`config.mk`:
```
export PLATFORM = sky130hd
export DESIGN_NAME = edge_stamp_capture
export DESIGN_NICKNAME = d
export VERILOG_FILES = /design/src/rtl/esc_pkg.sv /design/src/rtl/esc_edge_sync.sv /design/src/rtl/esc_arm_fsm.sv /design/src/rtl/esc_stamp_fifo.sv /design/src/rtl/edge_stamp_capture.sv
export SDC_FILE = /design/constraint.sdc
export NUM_CORES = 1
export LEC_CHECK = 0
export ABC_AREA = 1
export BUFFER_PORTS_ARGS = -buffer_cell sky130_fd_sc_hd__buf_2
export CAP_MARGIN = 0
export CORE_MARGIN = 8
export CORE_UTILIZATION = 30
export CTS_BUF_LIST = sky130_fd_sc_hd__clkbuf_4
export DETAILED_ROUTE_END_ITERATION = 6
export PLACE_DENSITY_LB_ADDON = 0.12
export SLEW_MARGIN = 10
export SYNTH_ARGS = -nofsm -noshare
export SYNTH_HDL_FRONTEND = slang
export SYNTH_SLANG_ARGS = --single-unit
```
`constraint.sdc`:
```
create_clock -name clk -period 3 [get_ports clk]
set_input_delay 0 -clock clk [delete_from_list [all_inputs] [get_ports clk]]
set_output_delay 0 -clock clk [all_outputs]
set_load 0.02 [all_outputs]
```
`src/rtl/esc_pkg.sv`:
```
package esc_pkg;

    typedef enum logic [0:0] {
        ST_IDLE  = 1'b0,
        ST_ARMED = 1'b1
    } arm_state_e;

endpackage

```
`src/rtl/esc_edge_sync.sv`:
```
module esc_edge_sync #(
    parameter int STAGES = 2
) (
    input  logic clk,
    input  logic rst_n,
    input  logic meas_in,
    input  logic armed_in,
    output logic rise_armed
);
    localparam int ARM_DLY = STAGES - 1;

    logic [STAGES-1:0]  sync_q;
    logic               last_q;
    logic [ARM_DLY-1:0] arm_pipe;

    // Synchroniser chain, previous-level flop and armed delay line.
    // The delay line lines the armed state up with the sample that is
    // leaving the chain, so only edges sampled while armed count.
    always_ff @(posedge clk or negedge rst_n) begin
        if (!rst_n) begin
            sync_q   <= '0;
            last_q   <= 1'b0;
            arm_pipe <= '0;
        end else begin
            sync_q[0] <= meas_in;
            for (int i = 1; i < STAGES; i++) begin
                sync_q[i] <= sync_q[i-1];
            end
            last_q      <= sync_q[STAGES-1];
            arm_pipe[0] <= armed_in;
            for (int j = 1; j < ARM_DLY; j++) begin
                arm_pipe[j] <= arm_pipe[j-1];
            end
        end
    end

    always_comb begin
        rise_armed = sync_q[STAGES-1] & ~last_q & arm_pipe[ARM_DLY-1];
    end

    // A detected rise lasts one cycle: the level must drop before the next one.
    assert_single_rise_R5 : assert property (@(posedge clk) disable iff (!rst_n)
        rise_armed |=> !rise_armed);

endmodule

```
`src/rtl/esc_arm_fsm.sv`:
```
module esc_arm_fsm
    import esc_pkg::*;
#(
    parameter int CNT_W = 32,
    parameter int TAG_W = 4
) (
    input  logic             clk,
    input  logic             rst_n,
    input  logic             start_trig,
    output logic             armed,
    output logic [CNT_W-1:0] cnt,
    output logic [TAG_W-1:0] wrap_cnt
);
    localparam logic [CNT_W-1:0] CNT_MAX = '1;

    arm_state_e state_q, state_d;

    // State register
    always_ff @(posedge clk or negedge rst_n) begin
        if (!rst_n) begin
            state_q <= ST_IDLE;
        end else begin
            state_q <= state_d;
        end
    end

    // Next state
    always_comb begin
        state_d = state_q;
        unique case (state_q)
            ST_IDLE:  if (start_trig) state_d = ST_ARMED;
            ST_ARMED: state_d = ST_ARMED;
        endcase
    end

    // Outputs
    always_comb begin
        armed = 1'b0;
        unique case (state_q)
            ST_IDLE:  armed = 1'b0;
            ST_ARMED: armed = 1'b1;
        endcase
    end

    // Timebase counter and wrap counter, running only while armed
    always_ff @(posedge clk or negedge rst_n) begin
        if (!rst_n) begin
            cnt      <= '0;
            wrap_cnt <= '0;
        end else if (armed) begin
            cnt <= cnt + 1'b1;
            if (cnt == CNT_MAX) begin
                wrap_cnt <= wrap_cnt + 1'b1;
            end
        end
    end

    // A repeated trigger neither disarms nor restarts the count.
    assert_retrigger_ignored_R9 : assert property (@(posedge clk) disable iff (!rst_n)
        (armed && start_trig) |=> (armed && cnt == CNT_W'($past(cnt) + 1'b1)));

endmodule

```
`src/rtl/esc_stamp_fifo.sv`:
```
module esc_stamp_fifo #(
    parameter int W     = 36,
    parameter int DEPTH = 16
) (
    input  logic         clk,
    input  logic         rst_n,
    input  logic         push,
    input  logic [W-1:0] push_data,
    input  logic         out_ready,
    output logic         out_valid,
    output logic [W-1:0] out_data,
    output logic         full
);
    localparam int AW = (DEPTH > 1) ? $clog2(DEPTH) : 1;
    localparam int CW = AW + 1;
    localparam logic [CW-1:0] DEPTH_C = CW'(DEPTH);
    localparam logic [AW-1:0] LAST_C  = AW'(DEPTH - 1);

    logic [W-1:0]  mem [DEPTH];
    logic [AW-1:0] wr_ptr, rd_ptr;
    logic [CW-1:0] count;
    logic          do_push, do_pop;

    always_comb begin
        full      = (count == DEPTH_C);
        out_valid = (count != '0);
        out_data  = mem[rd_ptr];
        do_push   = push && !full;
        do_pop    = out_valid && out_ready;
    end

    always_ff @(posedge clk) begin
        if (do_push) begin
            mem[wr_ptr] <= push_data;
        end
    end

    always_ff @(posedge clk or negedge rst_n) begin
        if (!rst_n) begin
            wr_ptr <= '0;
            rd_ptr <= '0;
            count  <= '0;
        end else begin
            if (do_push) begin
                wr_ptr <= (wr_ptr == LAST_C) ? '0 : wr_ptr + 1'b1;
            end
            if (do_pop) begin
                rd_ptr <= (rd_ptr == LAST_C) ? '0 : rd_ptr + 1'b1;
            end
            unique case ({do_push, do_pop})
                2'b10:   count <= count + 1'b1;
                2'b01:   count <= count - 1'b1;
                default: count <= count;
            endcase
        end
    end

    assert_out_hold_R7 : assert property (@(posedge clk) disable iff (!rst_n)
        (out_valid && !out_ready) |=> (out_valid && $stable(out_data)));

    assert_fill_bound_R7 : assert property (@(posedge clk) disable iff (!rst_n)
        count <= DEPTH_C);

    assert_full_drop_R8 : assert property (@(posedge clk) disable iff (!rst_n)
        (full && push && !out_ready) |=> (full && $stable(out_data)));

endmodule

```
`src/rtl/edge_stamp_capture.sv`:
```
module edge_stamp_capture
    import esc_pkg::*;
#(
    parameter int CNT_W       = 32,
    parameter int TAG_W       = 4,
    parameter int FIFO_DEPTH  = 16,
    parameter int SYNC_STAGES = 2
) (
    input  logic             clk,
    input  logic             rst_n,
    input  logic             start_trig,
    input  logic             meas_in,
    input  logic             out_ready,
    output logic [CNT_W-1:0] out_stamp,
    output logic [TAG_W-1:0] out_wrap_tag,
    output logic             out_valid,
    output logic             overflow
);
    // The pre-update count at the capture edge runs ahead of the
    // sampling edge by SYNC_STAGES-1 cycles.
    localparam int               LAT_ADJ = SYNC_STAGES - 1;
    localparam int               ENTRY_W = CNT_W + TAG_W;
    localparam logic [CNT_W-1:0] ADJ_C   = CNT_W'(LAT_ADJ);

    logic               armed;
    logic [CNT_W-1:0]   cnt;
    logic [TAG_W-1:0]   wrap_cnt;
    logic               rise_armed;
    logic               fifo_full;
    logic [CNT_W-1:0]   cap_stamp;
    logic [TAG_W-1:0]   cap_tag;
    logic [ENTRY_W-1:0] cap_entry;
    logic [ENTRY_W-1:0] head_entry;

    esc_arm_fsm #(
        .CNT_W (CNT_W),
        .TAG_W (TAG_W)
    ) arm_i (
        .clk        (clk),
        .rst_n      (rst_n),
        .start_trig (start_trig),
        .armed      (armed),
        .cnt        (cnt),
        .wrap_cnt   (wrap_cnt)
    );

    esc_edge_sync #(
        .STAGES (SYNC_STAGES)
    ) sync_i (
        .clk        (clk),
        .rst_n      (rst_n),
        .meas_in    (meas_in),
        .armed_in   (armed),
        .rise_armed (rise_armed)
    );

    // Latency correction; if it borrows across a wrap, the stamp
    // belongs to the previous wrap period.
    always_comb begin
        cap_stamp = cnt - ADJ_C;
        cap_tag   = (cnt < ADJ_C) ? wrap_cnt - 1'b1 : wrap_cnt;
        cap_entry = {cap_tag, cap_stamp};
    end

    esc_stamp_fifo #(
        .W     (ENTRY_W),
        .DEPTH (FIFO_DEPTH)
    ) fifo_i (
        .clk       (clk),
        .rst_n     (rst_n),
        .push      (rise_armed),
        .push_data (cap_entry),
        .out_ready (out_ready),
        .out_valid (out_valid),
        .out_data  (head_entry),
        .full      (fifo_full)
    );

    always_comb begin
        out_stamp    = head_entry[CNT_W-1:0];
        out_wrap_tag = head_entry[ENTRY_W-1:CNT_W];
    end

    always_ff @(posedge clk or negedge rst_n) begin
        if (!rst_n) begin
            overflow <= 1'b0;
        end else if (rise_armed && fifo_full) begin
            overflow <= 1'b1;
        end
    end

    assert_capture_needs_arm_R2 : assert property (@(posedge clk) disable iff (!rst_n)
        rise_armed |-> armed);

    assert_overflow_sticky_R8 : assert property (@(posedge clk) disable iff (!rst_n)
        overflow |=> overflow);

    assert_no_overflow_unfull_R8 : assert property (@(posedge clk) disable iff (!rst_n)
        (!overflow && !fifo_full) |=> !overflow);

endmodule

```
==> qor.csv, run 1 <==
metric,value,unit
slew_violations,0,
coreArea,86900,um2
clock_latency,1.06,ns
globalplace.congestion,0.877,
fin_tns_setup,0,ns
max_freq,352,MHz
post-route-drc-count,0,
grt_max_degree,91,
fp-row-count,108,
die-area,97600,um2
clock-root-buffer,clkbuf_4,
path_max_fanout,45,
setup_viol,0,
whs,0.189,ns
wl_per_cell,22.3,um
slowest_stage,dfrtp_4,
fillers,8639,
start_util,30.3,%
slew_headroom,23.6,%
layout-drive-gt1-share,19.9,%
ys_warn_count,0,
grt_pass1_wl,123000,um
cp_cell_sequence,buf_4 -> buf_12 -> clkbuf_16 -> o21ai_0 -> o21ai_1 -> o21ai_0 -> nand2_1 -> clkbuf_4,
drt_iter0_markers,1491,
maxCapViolCount,0,
antenna_found_initial,7,
final_hold_viol_count,0,
ant_nets,0,
ir_worst_vdd,0.612,mV
startpoint_type,register,
clock_path_buffers,3,
syn_avg_cell_area,11.4,um2
max_slew.worst_pin.slew,1.14,ns
dr.pass1.iters,5,
fin_nets,2574,
syn-num-nets,2327,
area_delta_synth_final,21.1,%
path_class,register to output pin,
port_buffers,42,
synth_cell_types,34,
clock_skew,0.0891,ns
cp-end-kind,output pin,
chipHeight,312,um
h-tree-depth,4,
yosysSeqAreaShare,70.8,%
gr-usage-all-layers,16.8,%
cts_sinks,631,
multi_input_area,6990,um2
hold_class,primary input to async pin,
via_per_inst,4.81,
io_pins,43,
die_w,312,um
ys_ff_latch,631,
crit_path_frequent_cell,o21ai_0,
fin_crit,2.84,ns
clk_pin_slew,0.07,ns
cts_tree,built,
grt_pass1_vias,18800,
status,completed,
cts_made_buffers,176,
netlist_area,26400,um2
layout.area.seq,18700,um2
crit_arrival,2.84,ns
vias,18600,
routed_wl,86100,um
postSynthCellCount,2308,
gr-total-overflow,0,
leakagePower,12.0,nW
max_stage_delay,0.48,ns
dp_hpwl,45600,um
power.density,972,nW/um2
period_share,94.8,%
required,3.00,ns
## per-stage QoR
stage | utilization [%] | setup WS (ns) | power, mW | instances | area, um2
6_report | 36.8 | 0.156 | 31.1 | 3862 | 31900
5_1_grt | 36.8 | -0.0166 | 33.0 | 3860 | 31900
4_1_cts | 36.2 | -0.0575 | 30.6 | 3832 | 31500
3_5_place_dp | 32.8 | 0.254 | 21.2 | 3485 | 28500
3_3_place_gp | 32.8 | 0.372 | 21.2 | 3485 | 28500
2_1_floorplan | - | 0.122 | 17.1 | 2308 | 26400
## worst max-delay path, delay by kind of cell, from the launching register on
kind | cells | cell delay [ns]
buffers and inverters | 4 | 0.73
AO/OA/AOI/OAI | 3 | 0.50
flip-flops | 1 | 0.48
AND/OR/NAND/NOR | 1 | 0.09
## layer usage
| layer | vias to the layer above | part of all wire, % | track usage [%] |
|---|---|---|---|
| li1 | 8694 | - | - |
| met1 | 9227 | 46 | 22.7 |
| met2 | 502 | 47 | 26.9 |
| met3 | 145 | 5.0 | 3.41 |
| met4 | 2 | 2.4 | 5.77 |
| met5 | - | 0.014 | 0 |
## registers in the layout (all words and copies together), names as in the netlist
register         count
fifo_i.count         5
arm_i.state_q        1
sync_i.sync_q        2
fifo_i.wr_ptr        4
arm_i.wrap_cnt       4
sync_i.last_q        1
fifo_i.rd_ptr        4
fifo_i.mem         576
arm_i.cnt           32
sync_i.arm_pipe      1
overflow             1
## repair_timing
item,CTS,global route
cloned,10,8
hold endpoints to repair,66,0
resized for setup,39,43
hold buffers,9,0
setup endpoints to repair,36,35
pin swaps,4,6
buffers inserted,6,14
## path summary, 6_finish.rpt
kind / startpoint / endpoint / slack [ns] / depth (start not counted)
max reg2reg: arm_i.cnt[1] / fifo_i.mem[1][32] / 0.36 / 8
min: rst_n / arm_i.cnt[25] / 0.19 / 4
max in group asynchronous: rst_n / sync_i.sync_q[0] / 2.53 / 4
min in group clk: meas_in / sync_i.sync_q[0] / 0.27 / 3
min reg2reg: sync_i.sync_q[1] / sync_i.last_q / 0.32 / 0
max: fifo_i.rd_ptr[0] / out_stamp[4] / 0.16 / 8
## where the power goes
group          switching (mW)  internal (mW)  leakage, nW
combinational            8.15           3.86         4.55
clock                    3.74           4.50         1.42
sequential              0.264           10.6         6.02
## layout make-up
cell class	count	share of cell area [%]
Inverter	81	1.01
Multi-Input combinational cell	1474	21.9
Tap cell	1155	4.52
Timing Repair inverter	3	0.0901
Sequential cell	631	58.5
Clock buffer	280	6.58
Clock inverter	42	0.893
Antenna cell	8	0.0627
Timing Repair Buffer	188	6.44
## synthesized netlist by cell type (all sizes together)
library cell / count / area [um2]
xnor2: 6 / 52.6
o22ai: 1 / 6.26
edfxtp: 576 / 17300
o211ai: 16 / 120
clkbuf: 47 / 183
nand3b: 1 / 7.51
inv: 81 / 304
o31ai: 1 / 7.51
a31oi: 16 / 100
or2: 1 / 6.26
nand2: 519 / 1950
a21oi: 115 / 576
buf: 75 / 433
nor3b: 1 / 7.51
nand3: 108 / 546
xor2: 50 / 438
nand4: 17 / 106
o21ai: 272 / 1360
nor3: 15 / 80.1
nor2: 321 / 1230
ha: 13 / 163
fa: 1 / 20.0
dfrtp: 55 / 1380
## cells by family (layout without fill, tap and decap cells)
group | Yosys count | in the layout | synth area share, %
simple gates | 983 | 983 | 14.9
flops | 631 | 631 | 70.8
compound gates | 421 | 421 | 8.23
buf+inv | 203 | 594 | 3.49
xor+xnor | 56 | 56 | 1.86
fa+ha+maj | 14 | 14 | 0.693
other cells | 0 | 8 | 0
## cells in the final DEF (no fill, tap or decap), types with 24 or more instances in the layout
master and instances:
a21oi_1 106, buf_2 30, buf_4 94, clkbuf_4 282, clkinv_1 24, dfrtp_1 51
edfxtp_1 576, inv_1 77, nand2_1 513, nand3_1 107, nor2_1 297, o21ai_0 213
o21ai_1 58, xor2_1 48
No activity file was read; power rests on OpenSTA's default activity.
==> run 2, diff against run 1 <==
Settings changed: ABC_AREA 1 to unset, CORE_ASPECT_RATIO set to 1.4.
==> qor.csv, run 2 <==
metric,value,unit
place_worst_setup_slack,-0.178,ns
slew_violations,0,
routed_wl,72700,um
netlist_area,25300,um2
path_max_fanout,7,
async_flop_share,8.72,%
final_hold_viol_count,0,
postSynthCellCount,1439,
area_delta_synth_final,27.9,%
stdcell_area,32300,um2
maxCapViolCount,0,
power.density,976,nW/um2
io_pins,43,
period_share,99.5,%
gr-total-overflow,0,
gr-usage-all-layers,15.4,%
ir_worst_vdd,0.459,mV
die-area,93900,um2
setup_viol,0,
globalplace.congestion,0.719,
synthTopCellsByCount,"edfxtp_1 (576), mux2i_1 (109), o21ai_0 (81), nand2_1 (79), mux4_2 (72)",
post-place-cells,2591,
p_total,31.5,mW
layout_commonest_cell,edfxtp_1,
layout-drive-gt1-share,40.3,%
final_cells,2952,
yosysSeqAreaShare,73.9,%
fin_nets,1759,
chipHeight,359,um
clock_skew,0.0429,ns
antenna_found_initial,2,
cts_tree,built,
synth_edf_count,576,
vias,14400,
path_class,register to output pin,
h-tree-depth,4,
fp-row-count,126,
ant_nets,0,
fin_crit,2.99,ns
whs,0.174,ns
syn-num-nets,1458,
grt_max_degree,37,
layout_common_cells,"edfxtp_1 (576), clkbuf_4 (233), mux2i_1 (99)",
clk_pin_slew,0.06,ns
grtUsageMet3,3.41,%
synth_ff_type,edfxtp_1,
cts_made_buffers,159,
slew_headroom,23.7,%
hold_class,primary input to register,
clock-root-buffer,clkbuf_4,
placed_cell_area,27700,um2
largestRegisters,"fifo_i.mem x576, arm_i.cnt x32, fifo_i.count x5",
cts_sinks,631,
die_w,261,um
startpoint_type,register,
grt-busiest-layer,met2,
max_slew.worst_pin.slew,1.14,ns
grt_util_met2,27.1,%
r2r_setup_slack,0.16,ns
grt_pass1_wl,104000,um
ys_ff_latch,631,
clock_latency,0.99,ns
dr.pass1.iters,4,
fin_ws,0.0138,ns
dp_hpwl,35300,um
largest_reg_flops,576,
largest-register,fifo_i.mem,
grt_setup_unrepaired,yes,
met1_usage,18.6,%
ys_warn_count,0,
crit_arrival,2.99,ns
synth_cell_types,45,
via_per_inst,4.88,
max_freq,335,MHz
synth_top_area_cell,edfxtp_1,
yosys-top-cells-area,"edfxtp_1 (68%), mux4_2 (6.4%), dfrtp_1 (5.4%), mux2i_1 (4.3%), mux2_2 (1.7%)",
status,completed,
start_util,30.1,%
drt_iter0_markers,810,
wl_per_cell,24.6,um
yosysMostFrequentCell,edfxtp_1,
post-route-drc-count,0,
leakagePower,11.4,nW
cp-end-kind,output pin,
syn_avg_cell_area,17.6,um2
clock_path_buffers,3,
required,3.00,ns
port_buffers,42,
coreArea,83900,um2
synth.top_cell.area_share,68.5,%
grt_pass1_vias,15600,
## run 2: changes by cell type in the layout (fill, tap and decap cells not counted), sizes merged, moves of 42 or more
| cell | before | now |
|---|---|---|
| a21oi | 115 | 40 |
| mux4 | 0 | 72 |
| o21ai | 272 | 81 |
| clkbuf | 289 | 240 |
| nor2 | 321 | 35 |
| inv | 90 | 20 |
| xnor2 | 6 | 48 |
| nand3 | 108 | 20 |
| nand2 | 519 | 79 |
| mux2i | 0 | 109 |
## run 2: path summary, 6_finish.rpt
kind	end	startpoint	cells past startpoint
hold reg to reg	sync_i.sync_q[1]	sync_i.sync_q[0]	0
setup reg to reg	fifo_i.mem[10][34]	arm_i.cnt[8]	5
max in group asynchronous	overflow	rst_n	4
hold / removal	fifo_i.rd_ptr[3]	out_ready	6
min in group asynchronous	arm_i.cnt[26]	rst_n	4
setup / recovery	out_stamp[13]	fifo_i.rd_ptr[0]	8
## run 2: kinds of logic after synthesis
group,synth area share (%)
and+or+nand+nor,3.85
buffers and inverters,1.59
adders and majority gates,0.723
AOI/OAI and AO/OA,4.95
DFF,73.9
xor gates and xnor gates,2.49
muxes,12.5
## run 2: layer usage
metal  part of all wire, %  up-vias
met2                    53      283
met1                    42     7577
li1                      -     6437
met3                   3.3      114
met5                     0        -
met4                   2.1        0
## run 2: final cells by class
cell class                 instances  area (um2)
clock buffer                     233        1750
inverter                          19        71.3
sequential                       631       18700
clock inverter                    48         378
tap                             1088        1360
timing repair buffer             221        2860
multi-input combinational        708        7200
fill                            7860       51600
antenna                            4        10.0
## run 2: where the power goes
group          switching, mW  internal [mW]  total [mW]  leakage [nW]
clock                   3.44           4.15        7.60          1.25
sequential             0.361           10.6        10.9          6.02
combinational           6.99           6.05        13.0          4.15
total                   10.8           20.8        31.5          11.4
## run 2: timing repair
| action | in CTS | in global routing |
|---|---|---|
| gates cloned | 15 | 7 |
| pin swaps | 44 | 83 |
| endpoints found under the hold margin | 66 | 0 |
| setup endpoints to repair | 148 | 181 |
| hold buffers | 8 | 0 |
| buffers inserted | 35 | 18 |
| resized for setup | 198 | 184 |
## run 2: per-stage QoR
stage	TNS (ns)	utilization, %
5_1_grt	-3.49	38.5
3_5_place_dp	-15.35	33.1
3_3_place_gp	-6.02	33.1
2_1_floorplan	-26.44	-
4_1_cts	-8.82	37.4
6_report	0	38.5
## run 2: worst max-delay path: stages, from the launching register on
cell	delay, ns
dfrtp_4	0.55
buf_12	0.18
buf_6	0.12
buf_8	0.11
buf_12	0.13
mux4_2	0.44
a22oi_2	0.22
nand2_2	0.11
buf_6	0.15
==> run 3, diff against run 2 <==
Settings changed: ABC_AREA set to 1.
==> qor.csv, run 3 (synthesized netlist as in run 1, its figures left out) <==
metric,value,unit
status,completed,
largestRegisters,"fifo_i.mem x576, arm_i.cnt x32, fifo_i.count x5",
fin_crit,2.85,ns
clock_skew,0.0719,ns
setup_viol,0,
largest_reg_flops,576,
layout-drive-gt1-share,18.9,%
final_core_util,36.5,%
startpoint_type,register,
slew_violations,0,
power.density,972,nW/um2
cp_cell_sequence,buf_12 -> inv_12 -> bufbuf_16 -> nand2_1 -> a21oi_1 -> o21ai_1 -> nand2_1 -> buf_4,
routed_wl,90100,um
globalplace.congestion,0.858,
clk_pin_slew,0.06,ns
via_per_inst,4.87,
h-tree-depth,4,
layout_commonest_cell,edfxtp_1,
layout_common_cells,"edfxtp_1 (576), nand2_1 (506), nor2_1 (292)",
largest-register,fifo_i.mem,
fin_nets,2547,
port_buffers,42,
fp-row-count,128,
coreArea,87100,um2
area_delta_synth_final,20.7,%
ant_nets,0,
min_to,sync_i.sync_q[0],
reg2regPathDepth,7,
gr-usage-all-layers,18.1,%
hold_start,meas_in,
antenna_found_initial,4,
maxCapViolCount,0,
crit_path_frequent_cell,nand2_1,
cp-end-kind,output pin,
grt_pass1_wl,129000,um
critPathBufInv,4,
die_w,267,um
crit_arrival,2.85,ns
dr.pass1.iters,5,
grt_setup_unrepaired,yes,
max_slew.worst_pin.slew,1.18,ns
gr-total-overflow,0,
slowest_stage,dfrtp_4,
ir_worst_vdd,0.377,mV
r2r_setup_slack,0.24,ns
slew_headroom,20.6,%
required,3.00,ns
cp_top_family,buffers and inverters,
whs_path_depth,3,
clock_latency,1.04,ns
fillers,8704,
path_max_fanout,15,
max_freq,351,MHz
chipHeight,367,um
hold_class,primary input to register,
wl_per_cell,23.6,um
clock-root-buffer,clkbuf_4,
cts_tree,built,
period_share,94.9,%
r2r-end,fifo_i.mem[14][32],
drt_iter0_markers,1223,
fin_ws,0.153,ns
dp_hpwl,45300,um
cts_sinks,631,
path_class,register to output pin,
place_worst_setup_slack,0.298,ns
grt_max_degree,69,
vias,18600,
start_util,30.3,%
leakagePower,11.8,nW
io_pins,43,
grt_pass1_vias,18800,
max_stage_delay,0.52,ns
die-area,97800,um2
reg2reg_from,arm_i.cnt[0],
clock_path_buffers,3,
post-route-drc-count,0,
cts_made_buffers,162,
final_hold_viol_count,0,
## run 3: changes by cell type in the layout (fill, tap and decap cells not counted), sizes merged, moves of 39 or more
cell / delta
mux2i: -109
mux4: -72
o21ai: +191
nor2: +286
buf: -45
nand3: +88
mux2: -39
a21oi: +75
nand2: +440
xnor2: -42
inv: +71
## run 3: timing repair
action | 4_1_cts | 5_1_grt
endpoints found under the hold margin | 66 | 0
setup endpoints to repair | 36 | 31
setup buffers | 15 | 1
gates resized for setup | 121 | 63
hold buffers | 9 | 0
cloned | 18 | 3
pin swaps | 10 | 9
## run 3: worst max-delay path by stage
stage,startpoint,endpoint,depth (start not counted)
2_1_floorplan,fifo_i.count[0],fifo_i.mem[0][0],6
3_3_place_gp,arm_i.cnt[0],fifo_i.mem[13][32],7
3_5_place_dp,arm_i.cnt[0],fifo_i.mem[14][32],7
4_1_cts,fifo_i.rd_ptr[0],out_stamp[28],10
5_1_grt,fifo_i.rd_ptr[0],out_stamp[22],11
6_report,fifo_i.rd_ptr[0],out_wrap_tag[3],8
## run 3: metal layers
layer	share of wire [%]	global-route usage, %
met1	41	21.3
met2	52	32.4
met3	4.3	3.45
met4	2.8	6.89
met5	0	0
## run 3: layout make-up
type / instances / area (um2) / share of cell area, %
diodes: 4 / 10.0 / 0.0315
clock buffers: 249 / 1870 / 5.87
clock inverters: 37 / 155 / 0.488
inverters: 81 / 325 / 1.02
multi-input cells: 1474 / 7020 / 22.1
flip-flops and latches: 631 / 18700 / 58.7
well taps: 1170 / 1460 / 4.60
repair buffers: 174 / 2230 / 7.01
repair inverters: 4 / 66.3 / 0.208
## run 3: tightest hold or removal path, cell delays in order
cell and delay [ns]:
dlygate4sd3_1 0.52, buf_2 0.10, dlygate4sd3_1 0.54
## run 3: per-stage QoR
stage	cells	setup TNS, ns	hold slack, ns	power (mW)	area (um2)
4_1_cts	3816	-0.166	0.00733	31.0	31600
3_5_place_dp	3489	0	0.140	21.3	28500
3_3_place_gp	3489	0	0.143	21.2	28500
6_report	3824	0	0.162	30.9	31800
2_1_floorplan	2308	0	-0.296	17.1	26400
5_1_grt	3823	-0.652	0.0530	32.7	31800
## run 3: power breakdown
part	internal [mW]	switching [mW]	total, mW
clock	3.76	3.60	7.37
sequential	10.6	0.297	10.8
combinational	4.29	8.44	12.7
